==> src/rtl/sbg_pkg.sv <==
package sbg_pkg;

    typedef enum logic [2:0] {
        CMD_DESEL = 3'd0,
        CMD_NOP   = 3'd1,
        CMD_ACT   = 3'd2,
        CMD_PRE   = 3'd3,
        CMD_RD    = 3'd4,
        CMD_WR    = 3'd5,
        CMD_BST   = 3'd6,
        CMD_MISC  = 3'd7
    } cmd_t;

    typedef enum logic [1:0] {
        BK_IDLE,
        BK_WAIT,
        BK_READY
    } bank_st_t;

    localparam int NUM_BANKS = 2;

endpackage

==> src/rtl/sbg_decode.sv <==
module sbg_decode
    import sbg_pkg::*;
(
    input  logic cs_n,
    input  logic ras_n,
    input  logic cas_n,
    input  logic we_n,
    output cmd_t cmd
);

    always_comb begin
        if (cs_n) begin
            cmd = CMD_DESEL;
        end else begin
            unique case ({ras_n, cas_n, we_n})
                3'b111:  cmd = CMD_NOP;
                3'b011:  cmd = CMD_ACT;
                3'b010:  cmd = CMD_PRE;
                3'b101:  cmd = CMD_RD;
                3'b100:  cmd = CMD_WR;
                3'b110:  cmd = CMD_BST;
                default: cmd = CMD_MISC;
            endcase
        end
    end

endmodule

==> src/rtl/sbg_bank.sv <==
module sbg_bank
    import sbg_pkg::*;
#(
    parameter int TRCD  = 3,
    parameter int ROW_W = 12
) (
    input  logic             clk,
    input  logic             rst_n,
    input  cmd_t             cmd,
    input  logic             sel,
    input  logic [ROW_W-1:0] row_addr,
    output logic             is_open,
    output logic [ROW_W-1:0] row_q,
    output logic             col_bad,
    output logic             act_bad
);

    localparam int CW = (TRCD > 1) ? $clog2(TRCD) : 1;
    localparam logic [CW-1:0] LOAD = CW'(TRCD - 1);

    bank_st_t         state, nxt;
    logic [CW-1:0]    cnt, cnt_nxt;
    logic [ROW_W-1:0] row_nxt;
    logic             hit, act, pre, ready;

    assign hit = sel && (cmd == CMD_RD || cmd == CMD_WR);
    assign act = sel && (cmd == CMD_ACT);
    assign pre = sel && (cmd == CMD_PRE);

    always_ff @(posedge clk) begin
        if (!rst_n) begin
            state <= BK_IDLE;
            cnt   <= '0;
            row_q <= '0;
        end else begin
            state <= nxt;
            cnt   <= cnt_nxt;
            row_q <= row_nxt;
        end
    end

    always_comb begin
        nxt     = state;
        cnt_nxt = cnt;
        row_nxt = row_q;
        unique case (state)
            BK_IDLE: begin
                if (act) begin
                    nxt     = BK_WAIT;
                    cnt_nxt = LOAD;
                    row_nxt = row_addr;
                end
            end
            BK_WAIT: begin
                if (pre) begin
                    nxt     = BK_IDLE;
                    cnt_nxt = '0;
                    row_nxt = '0;
                end else if (cnt == '0) begin
                    nxt = BK_READY;
                end else begin
                    cnt_nxt = cnt - 1'b1;
                end
            end
            BK_READY: begin
                if (pre) begin
                    nxt     = BK_IDLE;
                    row_nxt = '0;
                end
            end
            default: nxt = BK_IDLE;
        endcase
    end

    always_comb begin
        ready   = (state == BK_READY) || (state == BK_WAIT && cnt == '0);
        is_open = (state != BK_IDLE);
        col_bad = hit && (!ready || row_addr != row_q);
        act_bad = act && (state != BK_IDLE);
    end

endmodule

==> src/rtl/sdram_bank_guard.sv <==
module sdram_bank_guard
    import sbg_pkg::*;
#(
    parameter int TRCD  = 3,
    parameter int ROW_W = 12
) (
    input  logic             clk,
    input  logic             rst_n,
    input  logic             cs_n,
    input  logic             ras_n,
    input  logic             cas_n,
    input  logic             we_n,
    input  logic             bank_sel,
    input  logic [ROW_W-1:0] row_addr,
    output logic [2:0]       cmd_o,
    output logic             illegal_o,
    output logic [1:0]       bank_open_o,
    output logic [ROW_W-1:0] row_a_o,
    output logic [ROW_W-1:0] row_b_o
);

    cmd_t                 cmd;
    logic [NUM_BANKS-1:0] col_bad, act_bad, open_v;
    logic [ROW_W-1:0]     rows [NUM_BANKS];

    sbg_decode u_dec (
        .cs_n  (cs_n),
        .ras_n (ras_n),
        .cas_n (cas_n),
        .we_n  (we_n),
        .cmd   (cmd)
    );

    for (genvar b = 0; b < NUM_BANKS; b++) begin : g_bank
        sbg_bank #(.TRCD(TRCD), .ROW_W(ROW_W)) u_bank (
            .clk      (clk),
            .rst_n    (rst_n),
            .cmd      (cmd),
            .sel      (bank_sel == b[0]),
            .row_addr (row_addr),
            .is_open  (open_v[b]),
            .row_q    (rows[b]),
            .col_bad  (col_bad[b]),
            .act_bad  (act_bad[b])
        );
    end

    always_ff @(posedge clk) begin
        if (!rst_n) begin
            cmd_o     <= CMD_DESEL;
            illegal_o <= 1'b0;
        end else begin
            cmd_o     <= cmd;
            illegal_o <= (|col_bad) || (|act_bad);
        end
    end

    assign bank_open_o = open_v;
    assign row_a_o     = rows[0];
    assign row_b_o     = rows[1];

endmodule

==> config.mk <==
export PLATFORM = sky130hd
export DESIGN_NAME = sdram_bank_guard
export DESIGN_NICKNAME = d
export VERILOG_FILES = /design/src/rtl/sbg_pkg.sv /design/src/rtl/sbg_decode.sv /design/src/rtl/sbg_bank.sv /design/src/rtl/sdram_bank_guard.sv
export SDC_FILE = /design/constraint.sdc
export NUM_CORES = 1
export LEC_CHECK = 0
export ABC_AREA = 1
export BUFFER_PORTS_ARGS = -buffer_cell sky130_fd_sc_hd__buf_2
export CAP_MARGIN = 20
export CORE_MARGIN = 3
export CORE_UTILIZATION = 30
export CTS_CLUSTER_DIAMETER = 100
export DETAILED_ROUTE_END_ITERATION = 7
export PLACE_DENSITY = 0.62
export SYNTH_ARGS = -nofsm -noshare
export SYNTH_HDL_FRONTEND = slang
export SYNTH_SLANG_ARGS = --single-unit
export TNS_END_PERCENT = 100
==> constraint.sdc <==
create_clock -name clk -period 4.1 [get_ports clk]
set_input_delay 1.025 -clock clk [delete_from_list [all_inputs] [get_ports clk]]
set_output_delay 1.025 -clock clk [all_outputs]
set_load 0.1 [all_outputs]
Word-level counts from Yosys, hierarchy flattened
Cells that the tools add are included.
{"block": "totals", "romBits": 0, "latch_bits": 0, "mem_bits_rw": 0, "elab_cells": 103, "register_bits": 36, "n_memories": 0}
{"block": "classes", "addsub": 2, "n_reduce_logical": 40, "multipliers": 0, "n_bitwise": 1, "magnitude_cmp": 0, "n_div": 0, "shift": 0, "n_eq_ne": 26, "muxes": 26}
{"operator": "12-bit two-way mux", "n": 4}
{"operator": "12-bit case mux with 2 select lines", "n": 2}
{"operator": "2-bit two-way mux", "n": 14}
{"operator": "12-bit inequality test", "n": 2}
{"operator": "3-bit == test, second input constant", "n": 6}
{"operator": "3-bit case mux with 6 select lines", "n": 1}
{"operator": "3-bit AND reduction", "n": 6}
{"operator": "3-bit by 2-bit == test with 1-bit output, second input constant", "n": 4}
{"operator": "1-bit logical AND", "n": 12}
{"operator": "2-bit by 1-bit inequality test with 1-bit output, second input constant", "n": 6}
{"operator": "2-bit case mux with 3 select lines", "n": 2}
{"operator": "2-bit nonzero test", "n": 6}
{"operator": "2-bit zero test", "n": 4}
{"operator": "2-bit case mux with 2 select lines", "n": 2}
{"operator": "2-bit OR reduction", "n": 4}
{"operator": "1-bit logical OR", "n": 6}
{"operator": "3-bit by 1-bit inequality test with 1-bit output, second input constant", "n": 2}
{"operator": "3-bit by 2-bit inequality test with 1-bit output, second input constant", "n": 2}
{"operator": "2-bit by 1-bit == test with 1-bit output, second input constant", "n": 2}
{"operator": "2-bit == test, second input constant", "n": 2}
{"operator": "2-bit by 1-bit subtractor with 2-bit output, second input constant", "n": 2}
{"operator": "3-bit two-way mux", "n": 1}
{"operator": "1-bit zero test", "n": 2}
{"operator": "1-bit inverter", "n": 1}

Logic depth before layout (Yosys ltp)
{"block": "depth", "depth_word": 9, "mapped_depth": 11, "depth_no_buf": 9}

By module
Synthesis repeated with hierarchy kept, for this count alone.
{"block": "unflattened", "hier_cells": 443, "hier_area_um2": 2585.0}
{"module": "sbg_bank", "area_per_inst_um2": 1207.4, "instances": 2, "cells_each": 209}
{"module": "sdram_bank_guard", "area_per_inst_um2": 122.6, "instances": 1, "cells_each": 15}
{"module": "sbg_decode", "area_per_inst_um2": 47.5, "instances": 1, "cells_each": 10}

Worst setup path before layout
OpenSTA, ideal clock, no wires.
{"block": "synth_path", "path_type": "flip-flop to output port", "startpoint": "register g_bank[1].u_bank.row_q[10]", "endpoint": "output row_b_o[10]", "t_required_ps": 3075, "stages_incl_launch_ff": 1, "setup_slack_ps": 2119, "arrival_time_ps": 956, "n_path_buf": 0, "cell_sequence": "dfxtp_1"}
{"element": "start: declaration", "line_no": "sbg_bank.sv:13", "text": "output logic [ROW_W-1:0] row_q,"}
{"element": "start signal: assignment", "line_no": "sbg_bank.sv:38", "text": "row_q <= row_nxt;"}
{"element": "end: declaration", "line_no": "sdram_bank_guard.sv:19", "text": "output logic [ROW_W-1:0] row_b_o"}
No word-level cell between the ends.

Worst setup path in the final report
{"block": "layout_path", "startpoint": "register g_bank[1].u_bank.state[0]", "endpoint": "output bank_open_o[1]"}
{"block": "layout_via", "elab_chain_cells": 1}
{"element": "start: declaration", "line_no": "sbg_bank.sv:21", "text": "bank_st_t state, nxt;"}
{"element": "start signal: assignment", "line_no": "sbg_bank.sv:36", "text": "state <= nxt;"}
{"element": "2-bit nonzero test", "line_no": "sbg_bank.sv:77", "text": "is_open = (state != BK_IDLE);"}
{"element": "end: declaration", "line_no": "sdram_bank_guard.sv:17", "text": "output logic [1:0] bank_open_o,"}
Every way passes these cells.

==> impl_metrics.tcl <==
set metrics [dict create \
    clock-sinks 36 \
    synthSimpleGateAreaFrac 0.3118 \
    initial_core_util 0.3214 \
    track_usage 0.1432 \
    synth-main-ff-cell "dfxtp_1" \
    syn-cell-area_mm2 0.002111 \
    dpl.hpwl_um 4196 \
    finalCritPeriodShare 0.6096 \
    synth_warnings 0 \
    portBuffers 48 \
    crit_arrival_ps 1470 \
    period_needed_ps 2499 \
    die-area_mm2 0.008078 \
    status "completed" \
    synthMuxAreaShare 0 \
    setup_viol 0 \
    drtIter0Drc 149 \
    hold_violations 0 \
    num-nets-final 410 \
    reg2reg_setup_slack_ps 1920 \
    place.gp.congestion 0.7831 \
    crit_required_ps 3070 \
    ios 49 \
    grt-ovfl-total 0 \
    post_cts_resized 0 \
    clk_latency_ps 290 \
    cts_buffers 5 \
    yosysMostFrequentCell "nand2_1" \
    antenna_found_initial 0 \
    worstMarginPinSlew_ps 724.6 \
    synth_compound_gate_area_share 0.1719 \
    drv_cap 0 \
    grt_pass1_vias 2066 \
    fin_skew_ps 5.018 \
    synth_edf_count 0 \
    totalWireLength_um 5585 \
    die_w_um 89.88 \
    drv_slew 0 \
    cts_hold_buf 0 \
    synth_top_area_share 0.3414 \
    start_kind "register" \
    rsz0062_at_grt "false" \
    multi_input_comb_area_mm2 0.001121 \
    first_pass_iters 6 \
    synth_common_cells "90 x nand2_1, 49 x inv_1, 46 x nor2_1" \
    design.core.area_mm2 0.006568 \
    hp-class "reg2reg" \
    cp_max_fo 6 \
    grt_pass1_wl_um 9660 \
    path_class "reg2out" \
    vias_per_cell 4.580 \
    synth_cell_type_count 26 \
    yosys_register_bits 36 \
    drc 0 \
    relSlewSlack 0.5158 \
    wl_per_cell_um 11.73 \
    fin_setup_tns_ps 0 \
    ys_seq_area_frac 0.3414 \
    regArea_um2 720.7 \
    diodes 0 \
    clockBufferDepth 2 \
    cts_setup_buffers 0 \
    synthAdderAreaFrac 0.04742 \
    clk_pin_slew_ps 70 \
    rows 29 \
    async_reset_ff_frac 0 \
    vias 2180 \
    root_buffer "clkbuf_8" \
    endpoint_kind "output pin" \
    cts_htree_levels 2 \
    syn_avg_cell_area_um2 6.226 \
    die_h_um 89.88 \
    synth_xor_area_frac 0 \
    cts_tree "yes" \
    synth_top_family_by_area "simple AND/OR/NAND/NOR gates" \
    grt_max_degree 25 \
    synth.area.top_cells "dfxtp_1 34%, nand2_1 16%, inv_1 8.7%" \
    syn2layout_area_growth_pct 17.66 \
    syn_nets 366 \
    drive_gt1_frac 0.1749 \
    fmax_mhz 400.1 \
    postSynthCellCount 339 \
    final.fill_count 749 \
    yosysTopAreaCell "dfxtp_1" \
    final_antenna_net_count 0 \
]
## per-stage QoR
stage          cells  setup slack (ps)  instance area, µm²  utilization  hold slack [ps]
3_3_place_gp     469              1603                2406       0.3664            463.9
3_5_place_dp     469              1542                2406       0.3664            471.5
2_1_floorplan    339              2119                2111            -            453.9
6_report         476              1601                2484       0.3782            485.8
5_1_grt          476              1516                2484       0.3782            509.7
4_1_cts          476              1588                2484       0.3782            485.8
## registers in the layout (all words and copies together) (netlist names)
signal,flops
g_bank.u_bank.row_q,24
g_bank.u_bank.cnt,4
g_bank.u_bank.state,4
cmd_o,3
illegal_o,1
## area by class of cell
type | count | area share
clock inverter | 1 | 0.002015
inverter | 54 | 0.08363
sequential | 36 | 0.2902
tap | 93 | 0.04685
multi-input combinational | 238 | 0.4514
timing repair buffer | 48 | 0.09673
clock buffer | 6 | 0.02922
## metal layers
layer / up-vias / share of wire / GRT usage
li1: 1146 / - / -
met1: 967 / 0.48 / 0.1868
met2: 61 / 0.46 / 0.2412
met3: 6 / 0.050 / 0.03339
met4: 0 / 0.0086 / 0.03189
met5: - / 0 / 0
## placed cells by master, fill, tap and decap left out, types with 8 or more instances in the layout
| cell | instances |
|---|---|
| o21ai_0 | 11 |
| inv_1 | 49 |
| dfxtp_1 | 36 |
| buf_2 | 48 |
| ha_1 | 8 |
| a21oi_1 | 34 |
| nand2_1 | 90 |
| o21ai_1 | 18 |
| nor2_1 | 46 |
| nand3_1 | 14 |
## logic make-up (layout without fill, tap and decap cells)
family / after synthesis / after routing
AOI/OAI and AO/OA: 69 / 69
adders and majority gates: 8 / 8
and+or+nand+nor: 161 / 161
DFF: 36 / 36
buffers and inverters: 65 / 109
## critical path: stages (launching register included)
cell     delay [ps]
dfxtp_1         350
inv_1            80
ha_1            280
inv_1            70
buf_2           420
## path summary, 6_finish.rpt
| path | endpoint | cells after the start | from |
|---|---|---|---|
| worst max register to register | g_bank[0].u_bank.row_q[4]$_SDFFE_PN0P_ | 9 | g_bank[0].u_bank.state[0]$_SDFFE_PN0P_ |
| worst min-delay path | g_bank[0].u_bank.row_q[0]$_SDFFE_PN0P_ | 2 | g_bank[0].u_bank.row_q[0]$_SDFFE_PN0P_ |
| worst max-delay path | bank_open_o[1] | 4 | g_bank[1].u_bank.state[0]$_SDFFE_PN0P_ |
| worst min register to register | g_bank[0].u_bank.row_q[0]$_SDFFE_PN0P_ | 2 | g_bank[0].u_bank.row_q[0]$_SDFFE_PN0P_ |
Power is left out: the tool's default activity adds up to more than one toggle a clock period on the data nets, which glitch-free logic cannot reach.
